### src/rtl/alm_pkg.sv
// Package: shared sizes and per-field value masks for the alarm matcher.
// Assumes seven byte-wide calendar fields in the order sec, min, hour,
// weekday, date, month, year.
package alm_pkg;
    localparam int NF     = 7;
    localparam int BYTE_W = 8;
    localparam int EN_BIT = BYTE_W - 1;

    // Value bits that take part in the comparison for field idx.
    function automatic logic [BYTE_W-1:0] field_mask(input int idx);
        case (idx)
            2:       field_mask = 8'h1F; // hours, 24-hour coding
            4:       field_mask = 8'h1F; // date
            5:       field_mask = 8'h0F; // month
            default: field_mask = 8'h7F; // sec, min, weekday, year
        endcase
    endfunction
endpackage

### src/rtl/alm_field_cmp.sv
// Compares one live time byte with one alarm byte.
// Reports whether the field is enabled and whether it does not block a match.
// Assumes bit EN_BIT of the alarm byte is the enable bit.
module alm_field_cmp #(
    parameter int                BYTE_W = alm_pkg::BYTE_W,
    parameter logic [BYTE_W-1:0] MASK   = 8'h7F
) (
    input  logic [BYTE_W-1:0] time_b,
    input  logic [BYTE_W-1:0] alarm_b,
    output logic              en_o,
    output logic              hit_o
);
    localparam int EN_POS = BYTE_W - 1;

    // Masked equality; a disabled field always counts as a hit.
    always_comb begin
        en_o  = alarm_b[EN_POS];
        hit_o = !en_o || ((time_b & MASK) == (alarm_b & MASK));
    end
endmodule

### src/rtl/alm_match_tree.sv
// Reduces the per-field results to a single match qualifier.
// The match needs all fields to hit and at least one field to be enabled.
module alm_match_tree #(
    parameter int NF = alm_pkg::NF
) (
    input  logic [NF-1:0] hit_i,
    input  logic [NF-1:0] en_i,
    output logic          match_o
);
    // All fields hit and the alarm is armed.
    always_comb match_o = (&hit_i) && (|en_i);
endmodule

### src/rtl/alm_pend_reg.sv
// Sticky pending flag.
// Set on a tick that sees a match, cleared by a strobe. Set wins over clear.
// Synchronous active-low reset.
module alm_pend_reg (
    input  logic clk,
    input  logic rst_n,
    input  logic tick_i,
    input  logic match_i,
    input  logic clr_i,
    output logic pend_o
);
    // Capture a match on a tick, hold it, drop it on a clear.
    always_ff @(posedge clk) begin
        if (!rst_n)                 pend_o <= 1'b0;
        else if (tick_i && match_i) pend_o <= 1'b1;
        else if (clr_i)             pend_o <= 1'b0;
    end
endmodule

### src/rtl/alarm_matcher.sv
// Top of the per-field enabled alarm matcher.
// It compares NF calendar bytes with NF alarm bytes, one comparator per field.
// On a matching second tick it sets a sticky pending flag.
// The interrupt is the pending flag gated by irq_en_i.
// Assumes tick_i is a single-cycle pulse.
module alarm_matcher #(
    parameter int NF     = alm_pkg::NF,
    parameter int BYTE_W = alm_pkg::BYTE_W
) (
    input  logic                 clk,
    input  logic                 rst_n,
    input  logic                 tick_i,
    input  logic [NF*BYTE_W-1:0] time_i,
    input  logic [NF*BYTE_W-1:0] alarm_i,
    input  logic                 irq_en_i,
    input  logic                 clr_i,
    output logic                 pend_o,
    output logic                 irq_o
);
    logic [NF-1:0] en_v;
    logic [NF-1:0] hit_v;
    logic          match;

    for (genvar g = 0; g < NF; g++) begin : g_fld
        alm_field_cmp #(
            .BYTE_W(BYTE_W),
            .MASK  (alm_pkg::field_mask(g))
        ) u_cmp (
            .time_b (time_i [g*BYTE_W +: BYTE_W]),
            .alarm_b(alarm_i[g*BYTE_W +: BYTE_W]),
            .en_o   (en_v[g]),
            .hit_o  (hit_v[g])
        );
    end

    alm_match_tree #(.NF(NF)) u_tree (
        .hit_i  (hit_v),
        .en_i   (en_v),
        .match_o(match)
    );

    alm_pend_reg u_pend (
        .clk    (clk),
        .rst_n  (rst_n),
        .tick_i (tick_i),
        .match_i(match),
        .clr_i  (clr_i),
        .pend_o (pend_o)
    );

    // Interrupt request is the pending flag gated by the enable.
    always_comb irq_o = pend_o && irq_en_i;
endmodule

### config.mk
export PLATFORM = sky130hd
export DESIGN_NAME = alarm_matcher
export DESIGN_NICKNAME = d
export VERILOG_FILES = /design/src/rtl/alm_pkg.sv /design/src/rtl/alm_field_cmp.sv /design/src/rtl/alm_match_tree.sv /design/src/rtl/alm_pend_reg.sv /design/src/rtl/alarm_matcher.sv
export SDC_FILE = /design/constraint.sdc
export NUM_CORES = 1
export LEC_CHECK = 0
export ABC_AREA = 1
export BUFFER_PORTS_ARGS = -buffer_cell sky130_fd_sc_hd__buf_2
export CAP_MARGIN = 5
export CORE_AREA = 4 4 60 62
export DETAILED_ROUTE_END_ITERATION = 10
export DIE_AREA = 0 0 64 66
export PLACE_DENSITY_LB_ADDON = 0.1
export SLEW_MARGIN = 20
export SYNTH_ARGS = -nofsm -noshare
export SYNTH_HDL_FRONTEND = slang
export SYNTH_HIERARCHICAL = 1
export SYNTH_SLANG_ARGS = --single-unit
### constraint.sdc
create_clock -name clk -period 1.4 [get_ports clk]
set_clock_uncertainty 0.1 [all_clocks]
set_input_delay 0.14 -clock clk [delete_from_list [all_inputs] [get_ports clk]]
set_output_delay 0.14 -clock clk [all_outputs]
set_load 0.01 [all_outputs]
# Word-level counts from Yosys, hierarchy flattened
# Cells that the tools add are included.
# W data, S select, Z words.
dict set report op_classes {
  muxes 2
  eq_ne 7
  n_reduce_logical 20
}
# op count
set ops {}
lappend ops {{$eq A7 B7 Y1} 4}
lappend ops {{$eq A5 B5 Y1} 2}
lappend ops {{$logic_not A1 Y1} 7}
lappend ops {{$logic_or A1 B1 Y1} 7}
lappend ops {{$reduce_and A7 Y1} 1}
lappend ops {{$reduce_or A7 Y1} 1}
lappend ops {{$eq A4 B4 Y1} 1}
lappend ops {{$logic_and A1 B1 Y1} 3}
lappend ops {{$mux W1} 2}
lappend ops {{$reduce_bool A2 Y1} 1}
dict set report word_totals {
  register_bits 1
  elab_cells 30
  output_inout_bits 2
}

# Logic depth before layout (Yosys ltp)
dict set report logic_depth {
  ltp_word 6
  depth_mapped 13
  ltp_nobuf 13
}

# Modules after synthesis
# Netlist, hierarchy kept.
# mod area_per_inst_um2 n_inst seq_area_each_um2 cells_each
set by_module_without_submodules {}
lappend by_module_without_submodules {{alm_field_cmp at g_fld[0].u_cmp ...} 145.1 4 0.0 35}
lappend by_module_without_submodules {{alm_field_cmp at g_fld[2].u_cmp ...} 103.8 2 0.0 25}
lappend by_module_without_submodules {{alm_field_cmp at g_fld[5].u_cmp} 97.6 1 0.0 25}
lappend by_module_without_submodules {alm_match_tree 56.3 1 0.0 15}
lappend by_module_without_submodules {alm_pend_reg 43.8 1 20.0 6}
lappend by_module_without_submodules {alarm_matcher 7.5 1 0.0 2}

# Least setup slack after synthesis
# OpenSTA, ideal clock, no wires.
dict set report synth_timing {
  path_kind {input-to-reg}
  from {input alarm_i[5]}
  to {register u_pend.pend_o}
  cell_stages 11
  path_buffers 0
  setup_slack_ps 313
  arrival_ps 921
  setup_time_ps 66
  path_cell_list {xnor2_1 > nand2_1 > nor2_1 > nand2_1 > nand2_1 > nand2_1 > nor2_1 > nand2_1 > nor2_1 > nand2_1 > a21oi_2}
}
dict set report synth_between {
  elab_chain_len 6
  word_cells_on_any_way 7
}
# item line_no
set synth_rtl {}
lappend synth_rtl {{start, declared} alarm_matcher.sv:14} ;# input logic [NF*BYTE_W-1:0] alarm_i,
lappend synth_rtl {{$eq A7 B7 Y1 *} alm_field_cmp.sv:18} ;# hit_o = !en_o || ((time_b & MASK) == (alarm_b & MASK));
lappend synth_rtl {{$logic_or A1 B1 Y1 *} alm_field_cmp.sv:18}
lappend synth_rtl {{via hit_v[0]} alarm_matcher.sv:21} ;# logic [NF-1:0] hit_v;
lappend synth_rtl {{$reduce_and A7 Y1 *} alm_match_tree.sv:11} ;# always_comb match_o = (&hit_i) && (|en_i);
lappend synth_rtl {{$logic_and A1 B1 Y1 *} alm_match_tree.sv:11}
lappend synth_rtl {{via match} alarm_matcher.sv:22} ;# logic match;
lappend synth_rtl {{$logic_and A1 B1 Y1 *} alm_pend_reg.sv:15} ;# else if (tick_i && match_i) pend_o <= 1'b1;
lappend synth_rtl {{$mux W1 or $reduce_bool A2 Y1 (tied branches)} -}
lappend synth_rtl {{end signal, assigned} alm_pend_reg.sv:14} ;# if (!rst_n) pend_o <= 1'b0;
lappend synth_rtl {{end signal, assigned} alm_pend_reg.sv:15}
lappend synth_rtl {{end signal, assigned} alm_pend_reg.sv:16} ;# else if (clr_i) pend_o <= 1'b0;
lappend synth_rtl {{end, declared} alm_pend_reg.sv:10} ;# output logic pend_o
# The timed path passes the listed nets; every way through them passes the cells marked *.
# A chain may end at the register's enable or synchronous reset.

# Worst setup path after layout
dict set report layout_timing {
  from {input alarm_i[53]}
  to {register u_pend.pend_o}
}
# The elaborated chain is that of the path after synthesis.

==> impl_metrics.ini <==
[outcome]
outcome = finished clean

[yosys]
synth_cell_types = 9
synth-simple-area-share_pct = 57.7
synthAdderAreaFrac_pct = 0
synth_mux_area_share_pct = 0
syn_area_per_cell_um2 = 4.17
ys_ff_latch = 1
syn-cell-area_um2 = 993
ys_seq_area_share_pct = 2.02
synthTopCellsByArea = nand2_1, inv_1, nor2_1, buf_4, xnor2_1
yosysTopAreaCellShare_pct = 47.2
synth-warning-count = 6
synth_top_family_by_area = simple AND/OR/NAND/NOR gates
synthesis.nets = 355
synth_compound_area_share_pct = 0.882
syn-instance-count = 238
netlist.top_cell.by_area = nand2_1
synth_xor_area_share_pct = 8.82

[timing]
grt_setup_unrepaired = true
post-route-period-util_pct = 92.0
fin_ws_ns = 0.112
layout_min_cycle_time_ns = 1.29
tightest_slew_ns = 0.146
relSlewSlack_pct = 90.2
fin_hold_ws_ns = 0.273
maxSlewViolCount = 0
hold_viol = 0
setup_viol = 0
timing.fmax_mhz = 776

[floorplan]
ios = 119
die_area_um2 = 4220
start_util_pct = 32.8
die_h_um = 66
die_w_um = 64
num_rows = 20
core_area_um2 = 3030

[worst_setup_path]
crit_required_ns = 1.23
r2r-start = u_pend/pend_o
reg2regPathDepth = 2
cp-startpoint = alarm_i[53]
r2r_end = u_pend/pend_o
crit_end = u_pend/pend_o
cp-start-kind = input port
r2r_setup_slack_ns = 0.70
end_kind = register
cp.arrival_ns = 1.12
setup.worst_path.class = input port to register
path_max_fanout = 1

[placed_design]
dp.cells = 372
io_buffers = 97
place_ws_ns = 0.0724
place.gp.congestion = 0.716
dpl.hpwl_mm = 2.44

[drt]
dr.pass1.iters = 4
routed_wl_mm = 2.51
ant_nets = 0
routed_via_density = 3.76
drc = 0
drtIter0Drc = 45
via_count = 1398
post_drt_wl_per_cell_um = 6.76

[clock_tree]
clk_pin_slew_worst_paths_ns = 0
clock_latency_ns = 0
holdBufCountCts = 0

[pwr]
p_leak_nw = 1.17
power.density_nw_per_um2 = 239
vdd_drop_max_uv = 133
power_uw = 358

[final_layout]
num_antenna_cells = 0
largest_reg_flops = 1
reg_top3 = u_pend/pend_o: 1 flops
area_delta_synth_final_pct = 50.9
finalNonFillerCells = 372
top_register = u_pend/pend_o
fillers = 376
drive_gt1_share_pct = 32.0
final_cell_mix = nand2_1, buf_2, inv_1
nNetsFinal = 447
layout.cells.most_common = nand2_1

[grt]
overflow = 0
antenna_found_initial = 0
grt_pass1_vias = 1158
grt_max_degree = 4
grt_first_pass_wirelength_mm = 4.30
grt_usage_pct = 11.6

[min_path]
hold_class = input port to register
hold_path_depth = 3

[flow_run]
maxCapViolations = 0
-- metal layers --
metal,wire (µm),share of wire (%),GRT usage [%]
met5,0,0,0
met3,278,11,2.04
met2,1200,48,21.8
met4,0,0,0
met1,1040,41,14.5
-- layout make-up --
class / instances / area (µm²) / area share, %
multi-input combinational: 163 / 674 / 45.0
sequential: 1 / 20.0 / 1.34
timing repair buffer: 97 / 498 / 33.2
inverter: 67 / 251 / 16.8
tap: 44 / 55.1 / 3.67
-- stage by stage --
step                      TNS, ns  utilization [%]  instance area (µm²)
after floorplan                 0                -                  993
after global placement          0             48.9                 1480
after detailed placement        0             48.9                 1480
after CTS                       0             48.9                 1480
after global routing      -0.0362             49.5                 1500
final                           0             49.5                 1500
-- report_power, final --
part	switching, mW	leakage, nW	internal (mW)	total (mW)
Combinational	0.151	1.16	0.177	0.329
Clock	0	0	0	0
Sequential	0.0000754	0.00805	0.0292	0.0293
-- repair_timing --
action | 4_1_cts | 5_1_grt
endpoints found under the setup margin | 0 | 1
resized for setup | 0 | 9
setup buffers | 0 | 0
-- worst max-delay path, cell delays in order --
cell and delay (ns):
buf_2 0.10, xnor2_1 0.14, nand2_1 0.07, nor2_2 0.11, nand2_1 0.06, nand2_1 0.06
nand2_1 0.05, nor2_1 0.09, nand2_1 0.05, nor2_1 0.08, nand2_1 0.07, a21oi_2 0.10
-- cells by family (layout without fill, tap and decap cells) --
| family | Yosys count | after routing |
|---|---|---|
| AOI/OAI and AO/OA | 1 | 1 |
| buffers and inverters | 74 | 164 |
| DFF | 1 | 1 |
| and+or+nand+nor | 152 | 152 |
| xor gates and xnor gates | 10 | 10 |
-- worst min-delay path by stage --
stage | slack, ns | end | from
final | 0.27 | u_pend/pend_o | rst_n
after global routing | 0.31 | u_pend/pend_o | rst_n
after CTS | 0.28 | u_pend/pend_o | rst_n
after detailed placement | 0.28 | u_pend/pend_o | rst_n
after global placement | 0.27 | u_pend/pend_o | rst_n
after floorplan | 0.16 | u_pend/pend_o | rst_n
-- cells in the mapped netlist, drive strengths merged --
cell / instances
nor2: 25
xor2: 4
nand2: 125
a21oi: 1
buf: 7
inv: 67
nand3: 2
dfxtp: 1
xnor2: 6
No activity file was read; power rests on OpenSTA's default activity.
